==> config.mk <==
export PLATFORM = sky130hd
export DESIGN_NAME = irq_event_ctrl
export DESIGN_NICKNAME = d
export VERILOG_FILES = /design/src/rtl/irq_event_ctrl.sv
export SDC_FILE = /design/constraint.sdc
export NUM_CORES = 1
export LEC_CHECK = 0
export BUFFER_PORTS_ARGS = -buffer_cell sky130_fd_sc_hd__buf_2
export CAP_MARGIN = 20
export CORE_UTILIZATION = 34
export DETAILED_ROUTE_END_ITERATION = 7
export GPL_ROUTABILITY_DRIVEN = 0
export PLACE_DENSITY = 0.74
export SLEW_MARGIN = 30
export SYNTH_ARGS = -nofsm -noshare
export SYNTH_HDL_FRONTEND = slang
export SYNTH_SLANG_ARGS = --single-unit
==> constraint.sdc <==
create_clock -name clk -period 1.88 [get_ports clk]
set_input_delay 0 -clock clk [delete_from_list [all_inputs] [get_ports clk]]
set_output_delay 0 -clock clk [all_outputs]
set_load 0.05 [all_outputs]
==> src/rtl/irq_event_ctrl.sv <==
module irq_event_ctrl #(
  parameter int N  = 8,
  parameter int AW = 5,
  parameter int DW = 32
) (
  input  logic          clk,
  input  logic          rst,
  input  logic [N-1:0]  src,
  input  logic          bus_valid,
  input  logic          bus_write,
  input  logic [AW-1:0] bus_addr,
  input  logic [DW-1:0] bus_wdata,
  output logic [DW-1:0] bus_rdata,
  output logic          evt_req,
  input  logic          evt_ack
);
  localparam int IW = $clog2(N + 1);
  localparam logic [AW-1:0] OFS_RAW  = AW'('h00);
  localparam logic [AW-1:0] OFS_MASK = AW'('h04);
  localparam logic [AW-1:0] OFS_MSK  = AW'('h08);
  localparam logic [AW-1:0] OFS_SET  = AW'('h0C);
  localparam logic [AW-1:0] OFS_CLR  = AW'('h10);
  localparam logic [AW-1:0] OFS_IDX  = AW'('h14);

  logic [N-1:0]  raw_q, mask_q, mis, top_hot, set_v, clr_v;
  logic [IW-1:0] top_idx;
  logic [DW-1:0] rd_d;
  logic          req_q, rd, wr, serviced;

  assign rd       = bus_valid & ~bus_write;
  assign wr       = bus_valid & bus_write;
  assign mis      = raw_q & mask_q;
  assign serviced = req_q & evt_ack;
  assign evt_req  = req_q;

  always_comb begin
    top_idx = '0;
    top_hot = '0;
    for (int i = N - 1; i >= 0; i--) begin
      if (mis[i]) begin
        top_idx    = IW'(i + 1);
        top_hot    = '0;
        top_hot[i] = 1'b1;
      end
    end
  end

  assign set_v = (wr && bus_addr == OFS_SET) ? bus_wdata[N-1:0] : '0;
  assign clr_v = ((wr && bus_addr == OFS_CLR) ? bus_wdata[N-1:0] : '0)
               | ((rd && bus_addr == OFS_IDX) ? top_hot : '0)
               | (serviced ? top_hot : '0);

  always_comb begin
    rd_d = '0;
    case (bus_addr)
      OFS_RAW:  rd_d = DW'(raw_q);
      OFS_MASK: rd_d = DW'(mask_q);
      OFS_MSK:  rd_d = DW'(mis);
      OFS_IDX:  rd_d = DW'(top_idx);
      default:  rd_d = '0;
    endcase
  end

  always_ff @(posedge clk) begin
    if (rst) begin
      raw_q     <= '0;
      mask_q    <= '0;
      req_q     <= 1'b0;
      bus_rdata <= '0;
    end else begin
      raw_q <= (raw_q & ~clr_v) | src | set_v;
      if (wr && bus_addr == OFS_MASK) mask_q <= bus_wdata[N-1:0];
      if (rd) bus_rdata <= rd_d;
      if (serviced) req_q <= 1'b0;
      else if (!req_q && !evt_ack && |mis) req_q <= 1'b1;
    end
  end

  a_r2_src_sets: assert property (@(posedge clk) disable iff (rst)
    |src |=> ((raw_q & $past(src)) == $past(src)));

  a_r4_set_sticks: assert property (@(posedge clk) disable iff (rst)
    (wr && bus_addr == OFS_SET) |=>
      ((raw_q & $past(bus_wdata[N-1:0])) == $past(bus_wdata[N-1:0])));

  a_r6_idle_index: assert property (@(posedge clk) disable iff (rst)
    (rd && bus_addr == OFS_IDX && mis == '0) |=> (bus_rdata == '0));

  a_r8_req_holds: assert property (@(posedge clk) disable iff (rst)
    (evt_req && !evt_ack) |=> evt_req);

  a_r9_req_drops: assert property (@(posedge clk) disable iff (rst)
    (evt_req && evt_ack) |=> !evt_req);

  a_r9_no_early_req: assert property (@(posedge clk) disable iff (rst)
    (!evt_req && evt_ack) |=> !evt_req);

  a_r10_ro_write: assert property (@(posedge clk) disable iff (rst)
    (wr && bus_addr == OFS_MSK && src == '0 && !serviced) |=>
      (raw_q == $past(raw_q)) && (mask_q == $past(mask_q)));
endmodule

Yosys cells after proc, flatten, opt, wreduce, memory -nomap -nowiden
Index checks and enable logic that the tools add are counted.
{ "word_totals": {"reg_bits": 49, "latchBits": 0, "ramBits": 0, "romBits": 0, "input_bits": 50, "out_inout_bits": 33, "wordCells": 52, "mem_count": 0} }
{ "op_classes": {"n_addsub": 0, "n_mul": 0, "n_div": 0, "n_lt_le_gt_ge": 0, "eq_ne": 5, "n_shift": 0, "muxes": 21, "bitwise_logic": 11, "n_reduce_logical": 11} }
{ "op_table": {"columns": ["cell", "n"], "rows": [
  ["$mux 8", 12],
  ["$mux 4", 8],
  ["$or 8x8->8", 4],
  ["$pmux 8 s4", 1],
  ["$and 8x8->8", 2],
  ["$eq 5x4->1 const B", 2],
  ["$eq 5x5->1 const B", 2],
  ["$not 8->8", 1],
  ["$reduce_or 8->1", 1],
  ["$logic_and 1x1->1", 6],
  ["$eq 5x3->1 const B", 1],
  ["$logic_not 5->1", 1],
  ["$and 1x1->1", 3],
  ["$logic_not 1->1", 2],
  ["$reduce_or 2->1", 1],
  ["$not 1->1", 1]
]} }

Logic depth before layout (Yosys ltp)
{ "logic_depth": {"depth_word": 16, "mapped_depth": 5, "ltp_nobuf": 4} }

Least setup slack after synthesis
No wires, ideal clock.
{ "synth_timing": {"kind": "flip-flop to flip-flop", "from": "register raw_q[2]", "to": "register raw_q[6]", "setup_ns": 0.136, "arrival_ns": 1.457, "t_required_ns": 1.744, "slack_ns": 0.287, "path_stages_with_launch": 5, "path_buffers": 0, "synth_period_minus_slack_ns": 1.593, "path_cell_list": "dfxtp_1 a222oi_1 nand2_1 a2111oi_0 o32ai_1"} }
{ "synth_via": {"elab_chain_len": 11, "word_cells_on_any_way": 12, "classes_between": "5 x mux; 7 x bitwise"} }
{ "synth_rtl": {"columns": ["element", "line_no", "source"], "rows": [
  ["from (decl)", "25", "logic [N-1:0] raw_q, mask_q, mis, top_hot, set_v, clr_v;"],
  ["from (signal assigned)", "71", "raw_q <= (raw_q & ~clr_v) | src | set_v;"],
  ["$and 8x8->8 *", "32", "assign mis = raw_q & mask_q;"],
  ["$mux 8 * (3 in a row)", "40", "if (mis[i]) begin"],
  ["$mux 8", "50", "| ((rd && bus_addr == OFS_IDX) ? top_hot : '0)"],
  ["$or 8x8->8", "50", null],
  ["$or 8x8->8 *", "51", "| (serviced ? top_hot : '0);"],
  ["$not 8->8 *", "71", null],
  ["$and 8x8->8 *", "71", null],
  ["$or 8x8->8 * (2 in a row)", "71", null]
]} }
Mark *: on every way between the ends. The rest lies on a longest branch, timed or not.
A chain may end at the register's enable or synchronous reset.

Final worst setup path
Same ends and word-level chain as after synthesis.

==> impl_metrics.csv <==
group,metric,value,unit
synth,synth_top_family_by_area,"compound AO/OA/AOI/OAI gates",
synth,synth_xor_area_share,0,%
floorplanning,core_region_area,4380,um^2
clock_tree,insertion_delay,0.28,ns
worst_hold_path,min_path_type,"in -> reg",
worst_setup_path,crit_slowest_cell,"a2111oi_0",
timing,fmax,0.596,GHz
global_route,overflow,0,
status,violations,"hold timing",
routing,first_pass_iters,4,
status,status,"complete, but fails checks",
routing,wirelength,3.65,mm
floorplanning,dieArea,4870,um^2
timing,finalMaxSlewViolations,0,
floorplanning,die_height,69.8,um
worst_setup_path,crit_arrival,1.83,ns
pwr,power_frac_seq,49.5,%
floorplanning,ios,83,
synth,synth-simple-area-share,22.3,%
synth,avgSynthCellArea,7.97,um^2
final_layout,final_common_cell,"buf_2",
place,hpwl,2.84,mm
final_layout,ff_latch_area,500,um^2
timing,tightest_slew,0.536,ns
pwr,netSwitchingFraction,33.2,%
worst_setup_path,critPathRequiredTime,2.03,ns
job,maxCapViolCount,0,
final_layout,mostFrequentLayoutCells,"buf_2 (34), dfxtp_1 (25), conb_1 (24), nand2_1 (21), a21oi_1 (17)",
final_layout,syn_to_final_growth,22.0,%
worst_setup_path,crit_type,"reg -> reg",
synth,synth_cells,196,
timing,hold_slack,-0.00513,ns
timing,fin_skew,0.00480,ns
clock_tree,cts_sinks,25,
floorplanning,rows,24,
place,port_buffers,34,
final_layout,fin_util,43.4,%
synth,synth.area.top_cells,"dfxtp_1 (32%), buf_4 (12%), a21oi_1 (5.4%)",
worst_setup_path,slowest_delay,0.46,ns
global_route,antenna_found_initial,0,
routing,vias,1528,
synth,synth_largest_area_cell,"dfxtp_1",
global_route,gr-usage-all-layers,16.1,%
floorplanning,initial_core_util,35.6,%
timing,fin_setup_tns,0,ns
synth,ys_ff_latch,25,
pwr,cellLeakagePower,0.823,nW
pwr,p_sw,0.000378,W
synth,synth.area.mux_share,5.13,%
pwr,pwr-share-clk,29.1,%
synth,synth_area,1560,um^2
worst_setup_path,critical_path.endpoint_type,"flop",
timing,timing.final.setup_violations,0,
routing,initialDrtViolationCount,134,
floorplanning,die_w,69.8,um
routing,post-route-drc-count,0,
timing,hold_viol_final,1,
timing,fin_crit_sh,89.2,%
clock_tree,cts_buffers,3,
synth,synth-compound-area-share,24.9,%
global_route,grt_max_degree,25,
worst_setup_path,worstPathMaxFanout,5,
pwr,irDropWorstVdd,263,uV
routing,wl_per_cell,12.1,um
pwr,power.internal,0.000762,W
timing,slew_headroom,64.2,%
clock_tree,cts_resized,0,
final_layout,fin_nets,300,
synth,synth_warnings,0,
synth,synth_cell_types,38,
clock_tree,htreeDepth,1,
synth,synth.yosys.seq_area_share,32.1,%
global_route,grt_pass1_vias,1404,
routing,ant_nets,0,
synth,netlist.area_leader.share,32.1,%
final_layout,multiInputGateArea,907,um^2
clock_tree,cts-root-buf,"clkbuf_8",
pwr,design_power_total,0.00114,W
routing,avgViaCountPerCell,5.08,
timing,layout_min_cycle_time,1.68,ns
pwr,power_density,599,nW/um^2
clock_tree,cts_tree,"yes",
clock_tree,cts_buffer_depth,2,
pwr,combPwrFrac,21.5,%
global_route,grt_first_pass_wirelength,6.35,mm
clock_tree,path_clk_slew,0.09,ns
synth,synthAdderAreaFrac,0,%
final_layout,drive_gt1_share,19.7,%
worst_setup_path,cp-start-kind,"flop",
timing,grt_setup_unrepaired,"false",
final_layout,antenna_cells,0,
final_layout,fillers,450,
worst_setup_path,crit_chain,"a222oi_1 -> nand2_1 -> a2111oi_0 -> o32ai_1",
[registers in the layout, summed over array words and instances, names as in the netlist]
name	cells
mask_q	8
evt_req	1
bus_rdata	8
raw_q	8
[layer usage]
layer / up-vias / share of wire, % / track usage, %
li1: 772 / - / -
met3: 5 / 5.9 / 2.03
met2: 58 / 47 / 25.9
met4: 0 / 1.3 / 5.78
met1: 693 / 46 / 22.1
met5: - / 0 / 0
[cell usage after synthesis]
master / instances
buf_6: 1
nand4_1: 3
a2111oi_0: 1
o221ai_1: 4
a211o_1: 4
nor3b_1: 3
buf_1: 1
nand3_1: 4
o21ai_0: 7
a211oi_1: 1
conb_1: 1
and2_1: 3
a21oi_1: 17
nor3_1: 3
dfxtp_1: 25
a222oi_1: 1
o21ai_1: 4
or3_1: 1
or3b_1: 1
a22oi_1: 6
clkbuf_1: 2
o22ai_1: 2
buf_4: 24
nand2_1: 21
mux2i_1: 8
a221o_1: 2
nor3_2: 1
nor4_1: 1
nor2_1: 13
nand2b_1: 4
o32ai_1: 2
nor3_4: 1
o211ai_1: 2
nor4b_1: 1
nor2b_1: 7
a32oi_1: 1
o2111a_1: 3
inv_1: 10
[through the flow]
stage | worst slack [ns] | instance area, um^2 | cells
after floorplan | 0.287 | 1650 | 219
after global placement | 0.223 | 1750 | 286
after detailed placement | 0.198 | 1750 | 286
after CTS | 0.191 | 1900 | 301
after global routing | 0.0910 | 1900 | 301
final | 0.203 | 1900 | 301
[worst max-delay path: cells and delay by family, from the launching register on]
family	cells	cell delay, ns
AO/OA/AOI/OAI	3	1.05
AND/OR/NAND/NOR	1	0.14
flip-flops	1	0.36
[what timing repair did]
action | in CTS | in global routing
hold endpoints to repair | 11 | 0
setup buffers | 0 | 0
hold buffers | 11 | 0
[cells by family after synthesis]
logic type             after synthesis
flip-flops                          25
other                                1
buffers and inverters               38
multiplexers                         8
AO/OA/AOI/OAI                       57
AND/OR/NAND/NOR                     67
[final cells by class]
class | count | share of cell area (%)
multi-input combinational | 156 | 47.6
sequential | 25 | 26.3
timing repair buffer | 54 | 18.3
tap | 52 | 3.42
clock buffer | 3 | 2.17
inverter | 10 | 1.97
clock inverter | 1 | 0.263
[power by group through the flow]
stage	Sequential [W]	Combinational, W	Clock, W
floorplan	0.000572	0.000211	0
global placement	0.000575	0.000224	0
detailed placement	0.000576	0.000227	0
CTS	0.000563	0.000244	0.000336
global route	0.000568	0.000266	0.000361
finish	0.000564	0.000245	0.000331
[final timing paths]
kind	cells past startpoint	endpoint	slack (ns)	startpoint
worst max-delay path	4	raw_q[6]	0.20	raw_q[2]
worst min-delay path	3	mask_q[2]	-0.005	bus_wdata[2]
worst max register to register	4	raw_q[6]	0.20	raw_q[2]
worst min register to register	2	bus_rdata[7]	0.45	bus_rdata[7]
No activity file was read; power rests on OpenSTA's default activity.
